$ cat config.mk
export PLATFORM = sky130hd
export DESIGN_NAME = fll_ctrl
export DESIGN_NICKNAME = d
export VERILOG_FILES = /design/src/rtl/fll_pkg.sv /design/src/rtl/fll_ref_window.sv /design/src/rtl/fll_edge_counter.sv /design/src/rtl/fll_loop_filter.sv /design/src/rtl/fll_spread.sv /design/src/rtl/fll_ctrl.sv
export SDC_FILE = /design/constraint.sdc
export NUM_CORES = 1
export LEC_CHECK = 0
export ABC_AREA = 1
export BUFFER_PORTS_ARGS = -buffer_cell sky130_fd_sc_hd__buf_2
export CORE_UTILIZATION = 55
export DETAILED_ROUTE_END_ITERATION = 12
export GPL_TIMING_DRIVEN = 0
export PLACE_DENSITY = 0.85
export SLEW_MARGIN = 0
export SYNTH_ARGS = -nofsm -noshare
export SYNTH_HDL_FRONTEND = slang
export SYNTH_HIERARCHICAL = 1
export SYNTH_SLANG_ARGS = --single-unit
$ cat constraint.sdc
create_clock -name osc_clk -period 7 [get_ports osc_clk]
set_input_delay 0.7 -clock osc_clk [delete_from_list [all_inputs] [get_ports osc_clk]]
set_output_delay 0.7 -clock osc_clk [all_outputs]
set_load 0.05 [all_outputs]
$ cat src/rtl/fll_pkg.sv
package fll_pkg;

    localparam int CODE_W       = 18;
    localparam int TGT_W        = 13;
    localparam int CNT_W        = TGT_W + 1;
    localparam int ERR_W        = CNT_W + 1;
    localparam int PRN_W        = 8;
    localparam int AMP_W        = 2;
    localparam int ACC_W        = 32;
    localparam int LOCK_WINDOWS = 4;
    localparam int LK_W         = $clog2(LOCK_WINDOWS + 1);

    typedef logic [CODE_W-1:0]        code_t;
    typedef logic [TGT_W-1:0]         tgt_t;
    typedef logic [CNT_W-1:0]         cnt_t;
    typedef logic signed [ERR_W-1:0]  err_t;
    typedef logic signed [ACC_W-1:0]  acc_t;
    typedef logic [PRN_W-1:0]         prn_t;

    // Result of one measurement window
    typedef struct packed {
        logic full;   // window was complete and may drive an update
        cnt_t count;  // oscillator cycles in the window
    } meas_t;

    typedef enum logic {
        WS_PRIME = 1'b0,
        WS_RUN   = 1'b1
    } win_state_t;

    localparam acc_t CODE_MAX_S = acc_t'((64'd1 << CODE_W) - 64'd1);
    localparam acc_t PRN_MID_S  = acc_t'(1 << (PRN_W - 1));
    localparam prn_t PRN_SEED   = prn_t'(1);

    function automatic code_t clamp_code(input acc_t v);
        if (v < 0)
            return '0;
        else if (v > CODE_MAX_S)
            return '1;
        else
            return v[CODE_W-1:0];
    endfunction

    function automatic prn_t prn_step(input prn_t s);
        return {s[6:0], s[7] ^ s[5] ^ s[4] ^ s[3]};
    endfunction

    function automatic logic err_small(input err_t e);
        return (e >= -1) && (e <= 1);
    endfunction

endpackage

$ cat src/rtl/fll_ref_window.sv
module fll_ref_window
    import fll_pkg::*;
#(
    parameter int REF_DIV = 16
) (
    input  logic clk,
    input  logic rst,
    input  logic ref_in,
    output logic win_end,
    output logic win_full
);
    localparam int DIV_W = (REF_DIV > 1) ? $clog2(REF_DIV) : 1;
    localparam logic [DIV_W-1:0] DIV_LAST = DIV_W'(REF_DIV - 1);

    logic [2:0]       sync_q;
    logic             ref_rise;
    logic [DIV_W-1:0] div_q;
    win_state_t       state_q;

    // Two flops for metastability, a third to find the rising edge
    always_ff @(posedge clk) begin
        if (rst)
            sync_q <= '0;
        else
            sync_q <= {sync_q[1:0], ref_in};
    end

    assign ref_rise = sync_q[1] & ~sync_q[2];
    assign win_end  = ref_rise && (div_q == DIV_LAST);
    assign win_full = win_end && (state_q == WS_RUN);

    always_ff @(posedge clk) begin
        if (rst) begin
            div_q   <= '0;
            state_q <= WS_PRIME;
        end else if (ref_rise) begin
            if (div_q == DIV_LAST) begin
                div_q   <= '0;
                state_q <= WS_RUN;
            end else begin
                div_q <= div_q + 1'b1;
            end
        end
    end

endmodule

$ cat src/rtl/fll_edge_counter.sv
module fll_edge_counter
    import fll_pkg::*;
(
    input  logic  clk,
    input  logic  rst,
    input  logic  win_end,
    input  logic  win_full,
    output meas_t meas
);
    cnt_t cnt_q;
    cnt_t cnt_inc;

    // Saturating increment; the current cycle belongs to the closing window
    assign cnt_inc = (cnt_q == '1) ? cnt_q : cnt_q + 1'b1;

    assign meas.full  = win_full;
    assign meas.count = cnt_inc;

    always_ff @(posedge clk) begin
        if (rst || win_end)
            cnt_q <= '0;
        else
            cnt_q <= cnt_inc;
    end

endmodule

$ cat src/rtl/fll_loop_filter.sv
module fll_loop_filter
    import fll_pkg::*;
#(
    parameter int    GAIN_SHL  = 4,
    parameter code_t CODE_INIT = code_t'(1 << (CODE_W - 1))
) (
    input  logic  clk,
    input  logic  rst,
    input  logic  loop_en,
    input  tgt_t  freq_set,
    input  meas_t meas,
    output code_t code_q,
    output code_t code_n,
    output err_t  err,
    output logic  locked
);
    acc_t             tgt_x, cnt_x, err_x, code_x, acc;
    logic [LK_W-1:0]  streak_q, streak_n;
    logic             apply;

    assign tgt_x  = {{(ACC_W-TGT_W){1'b0}}, freq_set};
    assign cnt_x  = {{(ACC_W-CNT_W){1'b0}}, meas.count};
    assign err_x  = tgt_x - cnt_x;
    assign err    = err_x[ERR_W-1:0];
    assign code_x = {{(ACC_W-CODE_W){1'b0}}, code_q};
    assign acc    = code_x + (err_x <<< GAIN_SHL);
    assign apply  = meas.full && loop_en;
    assign code_n = apply ? clamp_code(acc) : code_q;

    always_comb begin
        streak_n = streak_q;
        if (meas.full) begin
            if (!loop_en || !err_small(err))
                streak_n = '0;
            else if (streak_q != LK_W'(LOCK_WINDOWS))
                streak_n = streak_q + 1'b1;
        end
    end

    always_ff @(posedge clk) begin
        if (rst) begin
            code_q   <= CODE_INIT;
            streak_q <= '0;
            locked   <= 1'b0;
        end else begin
            code_q   <= code_n;
            streak_q <= streak_n;
            if (meas.full)
                locked <= (streak_n == LK_W'(LOCK_WINDOWS));
        end
    end

endmodule

$ cat src/rtl/fll_spread.sv
module fll_spread
    import fll_pkg::*;
#(
    parameter code_t CODE_INIT = code_t'(1 << (CODE_W - 1))
) (
    input  logic             clk,
    input  logic             rst,
    input  logic             spread_en,
    input  logic [AMP_W-1:0] spread_amp,
    input  logic             win_full,
    input  code_t            code_n,
    output code_t            osc_code,
    output prn_t             prn_q
);
    prn_t  prn_n;
    acc_t  prn_x, code_x, dith, out_x;
    code_t out_n;

    assign prn_n  = (win_full && spread_en) ? prn_step(prn_q) : prn_q;
    assign prn_x  = {{(ACC_W-PRN_W){1'b0}}, prn_n};
    assign dith   = (prn_x - PRN_MID_S) <<< spread_amp;
    assign code_x = {{(ACC_W-CODE_W){1'b0}}, code_n};
    assign out_x  = code_x + dith;
    assign out_n  = spread_en ? clamp_code(out_x) : code_n;

    always_ff @(posedge clk) begin
        if (rst) begin
            prn_q    <= PRN_SEED;
            osc_code <= CODE_INIT;
        end else begin
            prn_q <= prn_n;
            if (win_full)
                osc_code <= out_n;
        end
    end

endmodule

$ cat src/rtl/fll_ctrl.sv
module fll_ctrl
    import fll_pkg::*;
#(
    parameter int    REF_DIV   = 16,
    parameter int    GAIN_SHL  = 4,
    parameter code_t CODE_INIT = code_t'(1 << (CODE_W - 1))
) (
    input  logic              osc_clk,
    input  logic              rst,
    input  logic              ref_clk,
    input  logic              loop_en,
    input  logic [TGT_W-1:0]  freq_set,
    input  logic              spread_en,
    input  logic [AMP_W-1:0]  spread_amp,
    output logic [CODE_W-1:0] osc_code,
    output logic              locked
);
    logic  win_end, win_full;
    meas_t meas;
    code_t code_q, code_n;
    err_t  err_s;
    prn_t  prn_q;

    fll_ref_window #(.REF_DIV(REF_DIV)) u_win (
        .clk      (osc_clk),
        .rst      (rst),
        .ref_in   (ref_clk),
        .win_end  (win_end),
        .win_full (win_full)
    );

    fll_edge_counter u_cnt (
        .clk      (osc_clk),
        .rst      (rst),
        .win_end  (win_end),
        .win_full (win_full),
        .meas     (meas)
    );

    fll_loop_filter #(.GAIN_SHL(GAIN_SHL), .CODE_INIT(CODE_INIT)) u_loop (
        .clk      (osc_clk),
        .rst      (rst),
        .loop_en  (loop_en),
        .freq_set (freq_set),
        .meas     (meas),
        .code_q   (code_q),
        .code_n   (code_n),
        .err      (err_s),
        .locked   (locked)
    );

    fll_spread #(.CODE_INIT(CODE_INIT)) u_spread (
        .clk        (osc_clk),
        .rst        (rst),
        .spread_en  (spread_en),
        .spread_amp (spread_amp),
        .win_full   (win_full),
        .code_n     (code_n),
        .osc_code   (osc_code),
        .prn_q      (prn_q)
    );

endmodule

==> flow_summary.json, run 1 <==
{
  "dieHeight_um": 110,
  "wl_um": 15800,
  "crit_arrival_ns": 6.69,
  "syn2layout_area_growth_pct": 10.5,
  "wl_met2_um": 7120,
  "cts_tree": "done",
  "max_freq_mhz": 155,
  "diodes": 0,
  "hold_violations": 0,
  "grt_max_degree": 14,
  "p_leak_nw": 3.63,
  "clockBufferDepth": 2,
  "setup_violations": 0,
  "core_area_um2": 11400,
  "cp-end-kind": "flip-flop",
  "wl_per_cell_um": 13.1,
  "worstSetupStartpointType": "flip-flop",
  "initial_core_util": 0.563,
  "cp-endpoint": "u_spread/osc_code[10]",
  "dieWidth_um": 110,
  "clk_pin_slew_ns": 0.06,
  "cts_buffers": 9,
  "gp_congestion": 0.990,
  "top_layer": "met4",
  "ir_worst_vdd_uv": 168,
  "finalCritPeriodShare": 0.924,
  "final_layout_size_suffix_gt1_frac": 0.142,
  "ff2ff_setup_slack_ns": 0.53,
  "drt_first_iter_violations": 554,
  "critPathRequiredTime_ns": 7.22,
  "crit_type": "flip-flop to flip-flop",
  "cts.sinks": 70,
  "root_buffer": "clkbuf_16",
  "avgSynthCellArea_um2": 6.31,
  "cp_common_cell": "nand2_1",
  "track_usage": 0.275,
  "tightest_slew_ns": 0.581,
  "cap_violations": 0,
  "r2r-end": "u_spread/osc_code[10]",
  "cp_max_fo": 10,
  "crit_path_start": "u_cnt/cnt_q[0]",
  "htree_levels": 3,
  "clock_latency_ns": 0.34,
  "power_density_nw_per_um2": 147,
  "wl_met1_um": 7660,
  "worstRegToRegCells": 43,
  "skew_ns": 0.00741,
  "synth_cells": 1014,
  "r2r-start": "u_cnt/cnt_q[0]",
  "hold_buffers": 0,
  "finalCriticalPeriod_ns": 6.47,
  "io_buffer_count": 37,
  "syn_area_um2": 6400,
  "grt_overflow": 0,
  "crit_slowest_cell": "dfxtp_1",
  "slowest_delay_ns": 0.43,
  "whs_ns": 0.403,
  "met3_length_um": 756,
  "dp_cells": 1194,
  "syn_nets": 1087,
  "viasPerCell": 5.36,
  "crit_cells": 43,
  "ant_nets": 0,
  "antenna_found_initial": 0,
  "first_global_vias": 5673,
  "drc": 0,
  "drt_pass1_iterations": 6,
  "io_pins": 39,
  "path_buf_inv": 9,
  "hold_class": "flip-flop to flip-flop",
  "dpl.hpwl_um": 12500,
  "relSlewSlack": 0.613,
  "status": "finished clean",
  "die_area_um2": 12100,
  "vias": 6490,
  "finalNonFillerCells": 1211,
  "grt_pass1_wl_um": 25900,
  "ys_warn_count": 6,
  "nNetsFinal": 1136,
  "critical_path.top_delay_family": "simple AND/OR/NAND/NOR gates",
  "finalMaxSlewViolations": 0,
  "rows": 39
}
==> worst register-to-register path: cells and delay by family, from the launching register on <==
kind,cells,cell delay (ns)
simple gates,20,1.87
fa+ha+maj,5,1.50
buf+inv,9,1.04
flops,1,0.43
compound gates,9,1.49
==> power breakdown <==
group	leakage (nW)	switching (W)	internal, W	total [W]
Clock	0.140	0.000177	0.000276	0.000453
Sequential	0.565	0.00000317	0.000401	0.000404
Combinational	2.93	0.000118	0.0000650	0.000183
Total	3.63	0.000298	0.000743	0.00104
==> registers in the layout, indices dropped and copies added, names as in the netlist <==
register           count
u_loop/code_q         18
u_spread/prn_q         8
u_win/div_q            4
u_loop/streak_q        3
u_spread/osc_code     18
u_win/sync_q           3
u_cnt/cnt_q           14
u_win/state_q          1
u_loop/locked          1
==> area by class of cell <==
| type | instances | area (um2) |
|---|---|---|
| Tap cell | 143 | 179 |
| Timing Repair Buffer | 38 | 193 |
| Clock inverter | 5 | 60.1 |
| Sequential cell | 70 | 1400 |
| Buffer | 17 | 97.6 |
| Inverter | 152 | 574 |
| Clock buffer | 11 | 233 |
| Fill cell | 1035 | 4300 |
| Multi-Input combinational cell | 775 | 4340 |
==> timing repair <==
item,4_1_cts,5_1_grt
resized for setup,0,3
buffers inserted,0,1
setup endpoints to repair,0,13
==> placed cells by master (no fill, tap or decap), types with 12 or more instances in the layout <==
cell type	count
xor2_1	12
nand2_2	31
o21ai_0	53
a21oi_2	17
nand2_1	292
xnor2_1	23
ha_1	49
buf_2	37
a21oi_1	83
nor2_1	77
dfxtp_1	70
nand3_1	46
nand4_1	14
inv_1	137
==> worst min-delay path by stage <==
stage                               start  slack, ns  depth (start not counted)         endpoint
after floorplan           u_win/sync_q[0]       0.39                          2  u_win/sync_q[1]
after global placement    u_win/sync_q[0]       0.40                          2  u_win/sync_q[1]
after detailed placement  u_win/sync_q[0]       0.40                          2  u_win/sync_q[1]
after CTS                 u_win/sync_q[0]       0.41                          2  u_win/sync_q[1]
after global routing      u_win/sync_q[0]       0.45                          2  u_win/sync_q[1]
final                     u_win/sync_q[0]       0.40                          2  u_win/sync_q[1]
==> stage by stage <==
stage / setup slack [ns] / instance area, um2 / util / total power [W] / setup TNS, ns
6_report: 0.531 / 7070 / 0.622 / 0.00104 / 0
5_1_grt: -0.00505 / 7070 / 0.622 / 0.00109 / -0.00505
4_1_cts: 0.472 / 7060 / 0.621 / 0.00104 / 0
3_5_place_dp: 0.514 / 6770 / 0.595 / 0.000591 / 0
3_3_place_gp: 0.610 / 6770 / 0.595 / 0.000588 / 0
2_1_floorplan: 1.58 / 6400 / - / 0.000550 / 0
==> metal layers <==
layer,vias to the layer above,GRT usage
met5,-,0
met4,0,0.0838
met3,26,0.0385
met2,195,0.436
met1,2912,0.385
li1,3357,-
Note: power is estimated with default switching activity, not from simulation.
==> run 2: changes to the inputs <==
--- a/config.mk
+++ b/config.mk
@@ -7,10 +7,10 @@
 export LEC_CHECK = 0
 export ABC_AREA = 1
 export BUFFER_PORTS_ARGS = -buffer_cell sky130_fd_sc_hd__buf_2
-export CORE_UTILIZATION = 55
+export CORE_UTILIZATION = 53
 export DETAILED_ROUTE_END_ITERATION = 12
 export GPL_TIMING_DRIVEN = 0
-export PLACE_DENSITY = 0.85
+export PLACE_DENSITY = 0.83
 export SLEW_MARGIN = 0
 export SYNTH_ARGS = -nofsm -noshare
 export SYNTH_HDL_FRONTEND = slang
==> run 2 against run 1 <==
  * The run now ends with DRC left
  * Hold slack improved by 0.012 ns
  * Clock-buffer cell count fell by 1
  * Maximum frequency rose by 0.12%
==> flow_summary.json, run 2 (synthesis results as in run 1) <==
{
  "status": "finished with violations",
  "violations": "DRC",
  "dp_cells": 1194,
  "skew_ns": 0.00574,
  "dpl.hpwl_um": 12800,
  "seq_area_um2": 1400,
  "max_freq_mhz": 155,
  "crit_path_start": "u_cnt/cnt_q[0]",
  "ir_worst_vdd_uv": 158,
  "wl_um": 16200,
  "tightest_slew_ns": 0.615,
  "rows": 39,
  "clk_pin_slew_ns": 0.06,
  "worstSetupStartpointType": "flip-flop",
  "clock_latency_ns": 0.34,
  "track_usage": 0.268,
  "dieWidth_um": 112,
  "cts_tree": "done",
  "cp_max_fo": 10,
  "finalMaxSlewViolations": 0,
  "crit_slowest_cell": "dfxtp_1",
  "grt_overflow": 0,
  "hold_class": "flip-flop to flip-flop",
  "initial_core_util": 0.551,
  "grt_pass1_wl_um": 26900,
  "clockBufferDepth": 2,
  "drt_first_iter_violations": 413,
  "first_global_vias": 5752,
  "p_leak_nw": 3.64,
  "crit_type": "flip-flop to flip-flop",
  "root_buffer": "clkbuf_16",
  "cts.sinks": 70,
  "finalCritPeriodShare": 0.923,
  "io_buffer_count": 37,
  "slowest_delay_ns": 0.43,
  "dieHeight_um": 112,
  "wl_per_cell_um": 13.4,
  "critPathRequiredTime_ns": 7.22,
  "io_pins": 39,
  "crit_arrival_ns": 6.68,
  "whs_ns": 0.415,
  "cts_buffers": 9,
  "path_buf_inv": 7,
  "r2r-start": "u_cnt/cnt_q[0]",
  "viasPerCell": 5.29,
  "mostFrequentLayoutCell": "nand2_1",
  "setup_violations": 0,
  "cp-end-kind": "flip-flop",
  "nFillCells": 1114,
  "die_area_um2": 12500,
  "finalCriticalPeriod_ns": 6.46,
  "gp_congestion": 0.954,
  "final_cell_mix": "nand2_1 (292), inv_1 (137), a21oi_1 (83), nor2_1 (77), dfxtp_1 (70)",
  "syn2layout_area_growth_pct": 10.5,
  "cp_common_cell": "nand2_1",
  "core_area_um2": 11600,
  "diodes": 0,
  "critical_path.top_delay_family": "compound AO/OA/AOI/OAI gates",
  "htree_levels": 3,
  "cap_violations": 0,
  "finalNonFillerCells": 1209,
  "drc": 1,
  "multi_input_area_um2": 4340,
  "antenna_found_initial": 0,
  "fin_util": 0.609,
  "grt_max_degree": 14,
  "vias": 6396,
  "power_density_nw_per_um2": 147,
  "nNetsFinal": 1136,
  "ant_nets": 0,
  "min_from": "u_win/sync_q[0]",
  "setup-tns-final_ns": 0,
  "relSlewSlack": 0.590,
  "drt_pass1_iterations": 9,
  "hold_buffers": 0,
  "final_layout_size_suffix_gt1_frac": 0.143,
  "hold_violations": 0,
  "largest_registers": "u_loop/code_q: 18 flops, u_spread/osc_code: 18 flops, u_cnt/cnt_q: 14 flops"
}
[run 2: cell types whose count changed in the layout (fill, tap and decap cells not counted), sizes merged]
cell      previous run  this run
clkbuf              20        19
clkinvlp             1         0
[run 2: layout make-up]
class / count / area share
Buffer: 17 / 0.0138
Clock buffer: 10 / 0.0338
Clock inverter: 4 / 0.00690
Inverter: 152 / 0.0812
Multi-Input combinational cell: 775 / 0.614
Sequential cell: 70 / 0.198
Tap cell: 143 / 0.0253
Timing Repair Buffer: 38 / 0.0272
[run 2: power breakdown]
group	switching, W	total (W)	internal, W
clock network	0.000171	0.000452	0.000281
registers	0.00000301	0.000404	0.000401
logic	0.000118	0.000183	0.0000647
[run 2: worst paths after layout]
check | endpoint | slack (ns) | cells after the start
worst max-delay path | u_spread/osc_code[11] | 0.54 | 41
worst min-delay path | u_win/sync_q[1] | 0.41 | 2
worst max register to register | u_spread/osc_code[11] | 0.54 | 41
worst min register to register | u_win/sync_q[1] | 0.41 | 2
[run 2: worst register-to-register path, delay by kind of cell, from the launching register on]
family	cells	cell delay, ns
AOI/OAI and AO/OA	11	1.87
and+or+nand+nor	18	1.62
adders and majority gates	5	1.48
buffers and inverters	7	0.93
DFF	1	0.43
[run 2: repair_timing]
| action | 4_1_cts | 5_1_grt |
|---|---|---|
| endpoints found under the setup margin | 0 | 12 |
| gates resized for setup | 0 | 3 |
| setup buffers | 0 | 1 |
[run 2: per-layer routing]
| metal | vias to the layer above | GRT usage | routed length, um |
|---|---|---|---|
| li1 | 3354 | - | - |
| met1 | 2825 | 0.369 | 7760 |
| met2 | 187 | 0.422 | 7160 |
| met3 | 30 | 0.0468 | 959 |
| met4 | 0 | 0.0919 | 361 |
| met5 | - | 0 | 0 |
[run 2: through the flow]
step	total power, W	worst slack [ns]	cell area (um2)
after floorplan	0.000550	1.58	6400
after global placement	0.000587	0.587	6770
after detailed placement	0.000589	0.517	6770
after CTS	0.00104	0.394	7050
after global routing	0.00108	-0.00103	7070
final	0.00104	0.539	7070
